$ cat config.mk
export PLATFORM = sky130hd
export DESIGN_NAME = spn_cipher64
export DESIGN_NICKNAME = d
export VERILOG_FILES = /design/src/rtl/spn_cipher64.sv
export SDC_FILE = /design/constraint.sdc
export NUM_CORES = 1
export LEC_CHECK = 0
export ABC_AREA = 1
export BUFFER_PORTS_ARGS = -buffer_cell sky130_fd_sc_hd__buf_4
export CAP_MARGIN = 20
export CORE_UTILIZATION = 55
export CTS_CLUSTER_SIZE = 40
export DETAILED_ROUTE_END_ITERATION = 12
export GPL_TIMING_DRIVEN = 0
export PLACE_DENSITY = 0.88
export SETUP_SLACK_MARGIN = 0.05
export SLEW_MARGIN = 20
export SYNTH_ARGS = -nofsm -noshare
export SYNTH_HDL_FRONTEND = slang
export SYNTH_SLANG_ARGS = --single-unit
$ cat constraint.sdc
create_clock -name clk -period 2.4 [get_ports clk]
set_clock_uncertainty 0.1 [all_clocks]
set_input_delay 0.72 -clock clk [delete_from_list [all_inputs] [get_ports clk]]
set_output_delay 0.72 -clock clk [all_outputs]
set_load 0.02 [all_outputs]
$ cat src/rtl/spn_cipher64.sv
module spn_cipher64 (
  input  logic         clk,
  input  logic         rst_n,
  input  logic         start,
  input  logic [63:0]  plaintext,
  input  logic [127:0] key,
  output logic [63:0]  ciphertext,
  output logic         done
);
  localparam int NIB    = 16;
  localparam int LAST   = 31;
  localparam int RW     = 5;

  function automatic logic [3:0] sub4(input logic [3:0] v);
    case (v)
      4'h0: sub4 = 4'hC; 4'h1: sub4 = 4'h5; 4'h2: sub4 = 4'h6; 4'h3: sub4 = 4'hB;
      4'h4: sub4 = 4'h9; 4'h5: sub4 = 4'h0; 4'h6: sub4 = 4'hA; 4'h7: sub4 = 4'hD;
      4'h8: sub4 = 4'h3; 4'h9: sub4 = 4'hE; 4'hA: sub4 = 4'hF; 4'hB: sub4 = 4'h8;
      4'hC: sub4 = 4'h4; 4'hD: sub4 = 4'h7; 4'hE: sub4 = 4'h1; default: sub4 = 4'h2;
    endcase
  endfunction

  logic          busy;
  logic [RW-1:0] rnd;
  logic [63:0]   st;
  logic [127:0]  kr;
  logic          done_q;

  logic [63:0]   mixed, subbed, permuted;
  logic [127:0]  krot, knext;

  assign mixed = st ^ kr[127:64];

  for (genvar n = 0; n < NIB; n++) begin : g_sbox
    assign subbed[4*n +: 4] = sub4(mixed[4*n +: 4]);
  end

  for (genvar b = 0; b < 63; b++) begin : g_perm
    assign permuted[(16*b) % 63] = subbed[b];
  end
  assign permuted[63] = subbed[63];

  assign krot  = {kr[66:0], kr[127:67]};
  assign knext = {sub4(krot[127:124]), sub4(krot[123:120]), krot[119:67],
                  krot[66:62] ^ rnd, krot[61:0]};

  always_ff @(posedge clk) begin
    if (!rst_n) begin
      busy   <= 1'b0;
      rnd    <= '0;
      st     <= '0;
      kr     <= '0;
      done_q <= 1'b0;
    end else begin
      done_q <= 1'b0;
      if (start && !busy) begin
        st   <= plaintext;
        kr   <= key;
        rnd  <= RW'(1);
        busy <= 1'b1;
      end else if (busy) begin
        st  <= permuted;
        kr  <= knext;
        rnd <= rnd + RW'(1);
        if (rnd == RW'(LAST)) begin
          busy   <= 1'b0;
          done_q <= 1'b1;
        end
      end
    end
  end

  assign ciphertext = st ^ kr[127:64];
  assign done       = done_q;
endmodule


==> impl_summary.log <==
[metrics] run status: complete, no violations
[metrics] actual transition at the worst max-transition pin: 1.05 ns
[metrics] Sw Ratio: 0.367
[metrics] final core utilization: 0.720
[metrics] Cell Area, Synth: around 13000 sq um
[metrics] MaxCap Viol Count: 0
[metrics] Pwr per Cell Area: just under 700 nW/um^2
[metrics] maximum number of pins on one net before global-route repair: 20
[metrics] area overhead of the layout relative to synthesis: 27.1%
[metrics] worst setup path class: reg -> out
[metrics] hold path cells: 5
[metrics] share of the clock period used by the worst path: 0.987
[metrics] endpoint kind of the worst setup timing path: output port
[metrics] post-synthesis instance total: 2093
[metrics] leakage power: a little over 9 nW
[metrics] class of the tightest hold or removal check: in -> reg
[metrics] relative contribution of the clock network to total power: 0.323
[metrics] synthesized flop and latch total: about 210
[metrics] met2 Resource Use GR: 0.637
[metrics] overall die height: 158 um
[metrics] clock-pin slew on the worst setup and hold paths: approximately 0.06 ns
[metrics] number of enable-type register cells in the synthesized netlist: 0
[metrics] final WL: ~52000 um
[metrics] destination of the worst register-to-register timing path: knext[120]
[metrics] remaining antenna violation count after routing: 0
[metrics] fraction of final layout cells with drive strength greater than 1: 0.172
[metrics] highest net fanout along the worst path: 6
[metrics] Sequential Area: 4150 sq um
[metrics] Initial Utilization: 0.567
[metrics] global-route wire length before repair: 76300 um
[metrics] share of power burned in combinational logic: 0.336
[metrics] layout net count: between 2000 and 3000
[metrics] average vias per placed instance: ~5.7
[metrics] clock sink count: around 210
[metrics] sequential-to-total area share from yosys stat: 0.309
[metrics] worst-skew pair later-pin latency: roughly 0.53 ns
[metrics] Boundary Pins: 260
[metrics] net switching power: 4.36 mW
[metrics] number of antenna repair diodes: 0
[metrics] Post-CTS Hold Buffers: 0
[metrics] cell with the largest stage delay on the worst path: dfxtp_1
[metrics] r2r worst-path depth: 12
[metrics] worst slew margin relative to its limit: 0.301
[metrics] total clock buffers created by CTS: 24
[metrics] DP HPWL: ~39000 um
[metrics] via count of the first global-routing pass: roughly 14000
[metrics] final sum of negative setup slack: 0 ns
[metrics] top area cells in the synthesized netlist: dfxtp_1 (31%), nand2_1 (23%), inv_1 (9.7%)
[metrics] multi-input logic area: 7950 sq um
[metrics] Slew Viols, Final: 0
[metrics] Via Count: ~16000
[metrics] maximum VDD drop: about 0.43 mV
[metrics] minimum clock period after layout: around 2.4 ns
[metrics] floorplan die width: between 150 and 200 um
[metrics] layout filler cell count: about 1900
[metrics] distinct cell type count after synthesis: 28
[metrics] Rows: 56
[metrics] leading area contributor after synthesis: dfxtp_1
[metrics] drt first-iter violations: approximately 2100
[metrics] worst endpoint data arrival time: ~1.6 ns
[metrics] FMAX: around 0.42 GHz
[metrics] total routing resource utilization after global routing: 0.408
[metrics] grt ovf: 0
[metrics] mean routed wirelength per cell: 19.2 um
[metrics] Final GP Congestion: around 1.0
[metrics] most congested layer reported by global routing: met2
[metrics] worst hold path startpoint: key[0]
[metrics] H-tree depth: 1
[metrics] worst hold slack: about 0.38 ns
[metrics] GRT met1 Usage: 0.504
[metrics] CP Data Required Time: about 1.6 ns
[metrics] average size of a mapped cell: 6.41 sq um
[metrics] Internal: approximately 7.5 mW
[metrics] Sequential Power Share: 0.341
[metrics] synthesis warning total: 0
[metrics] post-layout instance area: between 15000 and 20000 sq um
[metrics] top flip-flop cell by instance count after synthesis: dfxtp_1
[metrics] clock tree from TritonCTS: built
[metrics] share of flip-flops with an asynchronous set or reset after synthesis: 0
[metrics] final count of hold timing violations: 0
[metrics] Detailed Routing Iterations Pass 1: 6
[metrics] maximum clock path buffer count: 3
[metrics] setup-violating endpoint count in the final report: 0
[metrics] critical-path cell list: inv_1, nand2_1, nand2_1, buf_4
[metrics] delay contributed by the slowest stage of the critical path: 0.32 ns
[metrics] count of port buffers added during placement: approximately 260
[metrics] instance area at placement: 15800 sq um
[metrics] worst reg2reg path startpoint: busy
[metrics] area of the core: 23700 sq um
[metrics] number of antenna violations at the first check in global routing: 0
[metrics] cell repeated most along the worst path: nand2_1
[metrics] Hold Crit Endpoint: kr[0]
[metrics] met3 Track Usage GR: 0.0953
[metrics] internal reg-to-reg setup slack: roughly 0.090 ns
[metrics] number of buffer and inverter stages on the critical path: 2
[metrics] residual DRC count: 0
[metrics] nature of the critical path startpoint: register
[metrics] most frequent cells after synthesis: nand2_1 (809), inv_1 (348), dfxtp_1 (207), nand3_1 (198), ha_1 (92)
[metrics] area share of the largest cell type after synthesis: 0.309
[metrics] crit-path leading delay family: simple AND/OR/NAND/NOR gates
[metrics] Root Buffer Master: clkbuf_16
[metrics] Die ar.: approximately 25000 sq um
[metrics] RSZ-0062 raised after global routing: yes
[metrics] count leader, synth: nand2_1
[metrics] number of nets in the synthesized netlist: 2380
==> how the worst max path moves through the flow <==
stage,start,endpoint,slack (ns),cells past startpoint
finish,kr[72],ciphertext[8],0.03,4
floorplan,rst_n,knext[120],0.15,10
global placement,rst_n,knext[120],-0.63,10
detailed placement,rst_n,knext[120],-0.69,10
global route,kr[122],ciphertext[58],0.004,5
CTS,kr[64],ciphertext[0],0.05,2
==> cells by family (layout without fill, tap and decap cells) <==
| logic type | Yosys count | count (layout) | synth area share |
|---|---|---|---|
| AO/OA/AOI/OAI | 238 | 238 | 0.119 |
| XOR/XNOR | 62 | 62 | 0.0405 |
| adder cells (fa/ha/maj) | 92 | 92 | 0.0858 |
| buffers and inverters | 437 | 747 | 0.128 |
| flip-flops | 207 | 207 | 0.309 |
| AND/OR/NAND/NOR | 1057 | 1057 | 0.318 |
==> state kept, by name, summed over array words and instances, names as in the netlist <==
| register | flops |
|---|---|
| busy | 1 |
| st | 64 |
| kr | 128 |
| knext | 8 |
| done | 1 |
| rnd | 5 |
==> placed cells by master, fill, tap and decap left out, drive strengths merged <==
cell / netlist / layout
a211oi: 1 / 1
a21oi: 75 / 75
a22o: 33 / 33
a31oi: 2 / 2
buf: 50 / 320
bufinv: 0 / 3
clkbuf: 36 / 70
clkinv: 0 / 3
dfxtp: 207 / 207
ha: 92 / 92
inv: 351 / 351
nand2: 812 / 812
nand3: 198 / 198
nand3b: 4 / 4
nand4: 2 / 2
nor2: 35 / 35
nor3: 4 / 4
o211ai: 34 / 34
o21ai: 42 / 42
o221ai: 51 / 51
or2: 2 / 2
xnor2: 31 / 31
xor2: 31 / 31
==> final cells by class <==
class / instances / share of cell area
Buffer: 85 / 0.0237
Tap cell: 319 / 0.0234
Multi-Input combinational cell: 1449 / 0.466
Timing Repair Buffer: 271 / 0.119
Inverter: 351 / 0.0772
Sequential cell: 207 / 0.243
Clock buffer: 34 / 0.0410
Clock inverter: 6 / 0.00616
==> layer usage <==
metal / share of wire / up-vias
met2: 0.43 / 1182
met4: 0.070 / 0
met1: 0.37 / 7003
met3: 0.13 / 246
met5: 0 / -
li1: - / 7118
==> metrics by stage <==
step,worst slack (ns),std cells,total power [mW]
after global placement,-0.629,2670,7.66
after CTS,0.0526,2711,11.6
final,0.0307,2722,11.9
after floorplan,0.149,2093,6.34
after detailed placement,-0.693,2670,7.75
after global routing,0.00440,2722,12.3
==> worst reg2reg max path: cells and delay by family, from the launching register on <==
| family | cells | cell delay [ns] |
|---|---|---|
| fa+ha+maj | 1 | 0.26 |
| buf+inv | 3 | 0.53 |
| compound gates | 1 | 0.16 |
| flops | 1 | 0.30 |
| simple gates | 7 | 0.92 |
==> power groups by stage <==
stage          clock [mW]  sequential (mW)  combinational [mW]
2_1_floorplan           0             3.97                2.37
3_3_place_gp            0             4.03                3.62
3_5_place_dp            0             4.04                3.70
4_1_cts              3.79             4.01                3.79
5_1_grt              3.93             4.06                4.33
6_report             3.84             4.04                3.99
==> timing repair <==
action / in CTS / in global routing
buffers inserted: 2 / 11
gates resized for setup: 45 / 22
pin swaps: 5 / 8
hold endpoints to repair: 0 / 0
endpoints found under the setup margin: 43 / 29
Power figures use the tool's default switching activity.
